==> config.mk <==
export PLATFORM = sky130hd
export DESIGN_NAME = acc_alu
export DESIGN_NICKNAME = d
export VERILOG_FILES = /design/src/rtl/acc_alu_pkg.sv /design/src/rtl/acc_alu_addsub.sv /design/src/rtl/acc_alu_logic.sv /design/src/rtl/acc_alu.sv
export SDC_FILE = /design/constraint.sdc
export NUM_CORES = 1
export LEC_CHECK = 0
export BUFFER_PORTS_ARGS = -buffer_cell sky130_fd_sc_hd__buf_4
export CAP_MARGIN = 20
export CELL_PAD_IN_SITES_DETAIL_PLACEMENT = 1
export CELL_PAD_IN_SITES_GLOBAL_PLACEMENT = 1
export CORE_ASPECT_RATIO = 0.6
export CORE_UTILIZATION = 40
export DETAILED_ROUTE_END_ITERATION = 10
export PLACE_DENSITY_LB_ADDON = 0.1
export SLEW_MARGIN = 5
export SYNTH_ARGS = -nofsm -noshare
export SYNTH_HDL_FRONTEND = slang
export SYNTH_SLANG_ARGS = --single-unit
==> constraint.sdc <==
create_clock -name clk -period 6.77 [get_ports clk]
set_input_delay 1.0155 -clock clk [delete_from_list [all_inputs] [get_ports clk]]
set_output_delay 1.0155 -clock clk [all_outputs]
set_load 0.01 [all_outputs]
==> src/rtl/acc_alu_pkg.sv <==
package acc_alu_pkg;
  typedef enum logic [3:0] {
    OP_ADD = 4'd0,  OP_ADC = 4'd1,  OP_SUB = 4'd2,  OP_SBB = 4'd3,
    OP_INC = 4'd4,  OP_DEC = 4'd5,  OP_NEG = 4'd6,  OP_AND = 4'd7,
    OP_OR  = 4'd8,  OP_XOR = 4'd9,  OP_COM = 4'd10, OP_CLR = 4'd11,
    OP_SHL = 4'd12, OP_SHR = 4'd13, OP_ROL = 4'd14, OP_ROR = 4'd15
  } alu_op_e;

  localparam int FLG_S  = 7;
  localparam int FLG_Z  = 6;
  localparam int FLG_AC = 4;
  localparam int FLG_P  = 2;
  localparam int FLG_CY = 0;
  localparam logic [7:0] FLG_SPARE_MASK = 8'b0010_1010;

  function automatic logic uses_adder(alu_op_e o);
    return (o <= OP_NEG);
  endfunction

  function automatic logic is_logic_op(alu_op_e o);
    return (o >= OP_AND) && (o <= OP_CLR);
  endfunction
endpackage

==> src/rtl/acc_alu_addsub.sv <==
module acc_alu_addsub #(
  parameter int W = 8
) (
  input  logic [W-1:0] a,
  input  logic [W-1:0] b,
  input  logic         cin,
  input  logic         sub,
  output logic [W-1:0] sum,
  output logic         cy,
  output logic         hc
);
  localparam int H = W / 2;

  logic [W-1:0] b_eff;
  logic         c_eff;
  logic [W:0]   full;
  logic [H:0]   half;

  // Subtraction as a + ~b + ~borrow; carry-out inverted gives borrow.
  assign b_eff = b ^ {W{sub}};
  assign c_eff = cin ^ sub;
  assign full  = {1'b0, a} + {1'b0, b_eff} + {{W{1'b0}}, c_eff};
  assign half  = {1'b0, a[H-1:0]} + {1'b0, b_eff[H-1:0]} + {{H{1'b0}}, c_eff};
  assign sum   = full[W-1:0];
  assign cy    = full[W] ^ sub;
  assign hc    = half[H] ^ sub;
endmodule

==> src/rtl/acc_alu_logic.sv <==
module acc_alu_logic
  import acc_alu_pkg::*;
#(
  parameter int W = 8
) (
  input  alu_op_e      op,
  input  logic [W-1:0] a,
  input  logic [W-1:0] b,
  output logic [W-1:0] res,
  output logic         cy
);
  always_comb begin
    res = '0;
    cy  = 1'b0;
    case (op)
      OP_AND: res = a & b;
      OP_OR:  res = a | b;
      OP_XOR: res = a ^ b;
      OP_COM: res = ~a;
      OP_SHL: begin res = {a[W-2:0], 1'b0};   cy = a[W-1]; end
      OP_SHR: begin res = {1'b0, a[W-1:1]};   cy = a[0];   end
      OP_ROL: begin res = {a[W-2:0], a[W-1]}; cy = a[W-1]; end
      OP_ROR: begin res = {a[0], a[W-1:1]};   cy = a[0];   end
      default: res = '0;
    endcase
  end


  always_comb begin
    if (op == OP_ROL || op == OP_ROR)
      rot_ones_chk: assert ($countones(res) == $countones(a));
  end
endmodule

==> src/rtl/acc_alu.sv <==
module acc_alu
  import acc_alu_pkg::*;
#(
  parameter int W = 8
) (
  input  logic         clk,
  input  logic         rst_n,
  input  logic [W-1:0] acc_in,
  input  logic [W-1:0] opnd,
  input  logic [3:0]   op,
  input  logic         flag_we,
  output logic [W-1:0] res_out,
  output logic [7:0]   flags_q
);
  alu_op_e      op_e;
  logic [W-1:0] as_a, as_b, as_sum, lg_res;
  logic         as_cin, as_sub, as_cy, as_hc, lg_cy;
  logic         arith_sel, logic_sel;
  logic         res_zero, res_sign, res_even;
  logic         next_cy, next_ac;
  logic [7:0]   flags_d;

  assign op_e      = alu_op_e'(op);
  assign arith_sel = uses_adder(op_e);
  assign logic_sel = is_logic_op(op_e);

  always_comb begin
    as_a   = acc_in;
    as_b   = opnd;
    as_cin = 1'b0;
    as_sub = 1'b0;
    case (op_e)
      OP_ADC: as_cin = flags_q[FLG_CY];
      OP_SUB: as_sub = 1'b1;
      OP_SBB: begin as_sub = 1'b1; as_cin = flags_q[FLG_CY]; end
      OP_INC: as_b = W'(1);
      OP_DEC: begin as_b = W'(1); as_sub = 1'b1; end
      OP_NEG: begin as_a = '0; as_b = acc_in; as_sub = 1'b1; end
      default: ;
    endcase
  end

  acc_alu_addsub #(.W(W)) u_addsub (
    .a(as_a), .b(as_b), .cin(as_cin), .sub(as_sub),
    .sum(as_sum), .cy(as_cy), .hc(as_hc)
  );

  acc_alu_logic #(.W(W)) u_logic (
    .op(op_e), .a(acc_in), .b(opnd), .res(lg_res), .cy(lg_cy)
  );

  assign res_out  = arith_sel ? as_sum : lg_res;
  assign next_cy  = arith_sel ? as_cy : lg_cy;
  assign next_ac  = arith_sel & as_hc;
  assign res_zero = (res_out == '0);
  assign res_sign = res_out[W-1];
  assign res_even = ~(^res_out);

  always_comb begin
    flags_d         = 8'h00;
    flags_d[FLG_S]  = res_sign;
    flags_d[FLG_Z]  = res_zero;
    flags_d[FLG_AC] = next_ac;
    flags_d[FLG_P]  = res_even;
    flags_d[FLG_CY] = next_cy;
  end

  always_ff @(posedge clk or negedge rst_n) begin
    if (!rst_n)       flags_q <= 8'h00;
    else if (flag_we) flags_q <= flags_d;
  end


  hold_chk: assert property (@(posedge clk) disable iff (!rst_n)
    !flag_we |=> $stable(flags_q));

  spare_bits_chk: assert property (@(posedge clk) disable iff (!rst_n)
    (flags_q & FLG_SPARE_MASK) == 8'h00);

  zero_chk: assert property (@(posedge clk) disable iff (!rst_n)
    (flag_we && res_out == '0) |=> flags_q[FLG_Z]);

  sign_chk: assert property (@(posedge clk) disable iff (!rst_n)
    flag_we |=> (flags_q[FLG_S] == $past(res_out[W-1])));

  logic_clr_chk: assert property (@(posedge clk) disable iff (!rst_n)
    (flag_we && logic_sel) |=> (!flags_q[FLG_CY] && !flags_q[FLG_AC]));
endmodule

==> results.yml <==
clocking:
  cts_buffers: 3
  clk_pin_slew_ns: 0.04
  post_cts_buffers: 0
  hold_buffers: 0
  cts_num_sinks: 5
  clockRootBuffer: "clkbuf_8"
  clock_latency_ns: 0.23
  htreeDepth: 1
  cts_resized: 0
  cts_tree: "built"
  cts.path.max_buffers: 2
floorplan:
  core_area_um2: 4680
  die_w_um: 93.4
  initial_core_util: 0.428
  die-area_um2: 5300
  io_pins: 39
  rows: 19
  dieHeight_um: 56.8
synthesis:
  ys_seq_area_frac: 0.0625
  async_flop_share: 1.00
  synth-main-ff-cell: "dfrtp_1"
  yosys_warnings: 0
  avgSynthCellArea_um2: 6.91
  synth_enable_flop_cells: 0
  yosys.area.top_type_share: 0.169
  synth_area_um2: 2000
  synth_top_area_cell: "ha_1"
  synthCells: 290
  synth_seq_cells: 5
  ys_types: 57
  synth_top_cells_by_area: "ha_1 (17%), mux2i_1 (6.5%), nand2_1 (6.4%)"
timing:
  setup_tns_ns: 0
  period_minus_slack_ns: 5.62
  rsz0062_at_grt: "no"
  fin_ws_ns: 1.15
  whs_ns: 0.517
  skew_ns: 0.00238
  hold_viol_final: 0
  period_share: 0.830
  max_freq_mhz: 178
  worst_pin_slew_ns: 0.735
  slew_viol_final: 0
  slew_headroom: 0.504
  setup_viol: 0
place:
  place_area_um2: 2240
  pre_cts_ws_ns: 1.19
  gp_congestion: 0.877
  port-buffer-count: 35
  dp.cells: 369
  hpwl_mm: 5.35
global_routing:
  grt_max_degree: 46
  grt_pass1_vias: 2122
  grt_overflow: 0
  grtUsageTotal: 0.278
  antenna_found_initial: 0
  grt_pass1_wl_mm: 11.3
layout:
  final_common_cell: "buf_4"
  drive_gt1_frac: 0.165
  final_cell_area_um2: 2280
  reg.largest.list: "flags_q: 5 flops"
  multi_input_area_um2: 1680
  num-fill-cells: 622
  layout_common_cells: "buf_4 (35), nand2_1 (34), nor2_1 (31)"
  fin_util: 0.487
  instances_no_fill: 373
  area_delta_synth_final_pct: 13.9
  regMostFlops: "flags_q"
  fin_nets: 363
  antennaDiodeCount: 0
  regArea_um2: 125
  largest_register_ffs: 5
min_path:
  min_path_type: "register to register"
setup_path:
  worst_setup_path_start_kind: "input pin"
  max_stage_delay_ns: 0.49
  crit_required_ns: 5.75
  critPathKind: "input pin to primary output"
  cp_cell_sequence: "buf_4 -> nand2b_1 -> nor2_1 -> a221oi_1 -> a21oi_1 -> a21oi_1 -> fa_1 -> fa_1 -> a21o_1 -> a21oi_2 -> o21ai_0 -> xor2_1 -> a21o_1 -> buf_4"
  worstPathMaxFanout: 36
  crit_arrival_ns: 4.60
  crit_slowest_cell: "fa_1"
  crit_path_end_kind: "primary output"
power_and_ir_drop:
  ir_worst_vdd_mv: 0.184
  p_leak_nw: 1.11
  totalPowerFinal_uw: 342
  pwr_density_cell_nw_per_um2: 150
drt:
  drc: 0
  drt_pass1_iterations: 5
  wl_met3_um: 449
  wl_met2_mm: 2.92
  wire_per_inst_um: 18.7
  viasPerCell: 5.87
  drt_iter0_markers: 127
  route.vias.total: 2188
  wl_mm: 6.99
  ant_nets: 0
  wl_met1_mm: 3.58
  top_layer_used: "met4"
flow_run:
  drv_cap: 0
run_status:
  status: "finished, final reports clean"
[worst max-delay path, delay by kind of cell]
family                     cells  cell delay (ns)
adders and majority gates      2             0.92
and+or+nand+nor                2             0.79
AOI/OAI and AO/OA              7             1.21
buffers and inverters          2             0.49
xor gates and xnor gates       1             0.17
[worst paths after layout]
check                                            start                      to  slack (ns)  depth (start not counted)
max in group asynchronous                        rst_n  flags_q[4]$_DFFE_PN0P_        6.07                          1
worst max register to register  flags_q[0]$_DFFE_PN0P_  flags_q[2]$_DFFE_PN0P_        3.04                         14
min in group asynchronous                        rst_n  flags_q[6]$_DFFE_PN0P_        0.58                          1
worst max-delay path                             op[1]              res_out[6]        1.15                         14
worst min-delay path            flags_q[2]$_DFFE_PN0P_  flags_q[2]$_DFFE_PN0P_        0.52                          1
worst min register to register  flags_q[2]$_DFFE_PN0P_  flags_q[2]$_DFFE_PN0P_        0.52                          1
[cell families (layout without fill, tap and decap cells)]
kind of cell / Yosys count / in the layout / share of synthesized area
muxes: 14 / 14 / 0.0706
xor gates and xnor gates: 8 / 8 / 0.0350
other: 1 / 3 / 0.00187
AOI/OAI and AO/OA: 80 / 80 / 0.292
DFF: 5 / 5 / 0.0625
adders and majority gates: 29 / 29 / 0.189
buffers and inverters: 46 / 64 / 0.104
and+or+nand+nor: 107 / 107 / 0.245
[synthesized netlist by cell type (all sizes together) (2+ instances only)]
cell     number
nor3         10
a32o          2
a22o          4
o21a          2
fa            2
inv          25
dfrtp         5
clkbuf        7
a211o         2
a21o          3
o21ai        18
a211oi        4
nor2         32
a221oi        5
or3           2
nand2b        4
a22oi         5
ha           27
xnor2         5
a31oi         3
a21oi        17
nand3b        2
nor2b         3
mux2i        13
nand2        34
xor2          3
o31ai         2
o2bb2ai       5
nand3        11
buf          14
and3          5
[power breakdown]
part | internal [mW] | switching (mW) | total, mW | leakage, nW
sequential | 0.0365 | 0.00325 | 0.0397 | 0.0611
combinational | 0.108 | 0.135 | 0.243 | 1.03
clock | 0.0407 | 0.0179 | 0.0586 | 0.0228
total | 0.185 | 0.156 | 0.342 | 1.11
[layer usage]
layer | GRT usage | vias up
met3 | 0.0461 | 7
met4 | 0.0220 | 0
met2 | 0.395 | 56
li1 | - | 1062
met1 | 0.442 | 1063
met5 | 0 | -
[area by class of cell]
cell class,instances,area share
inverters,25,0.0411
clock buffers,4,0.0197
flip-flops and latches,5,0.0548
multi-input cells,241,0.735
repair buffers,35,0.115
well taps,63,0.0345
(Power assumes the default switching activity.)
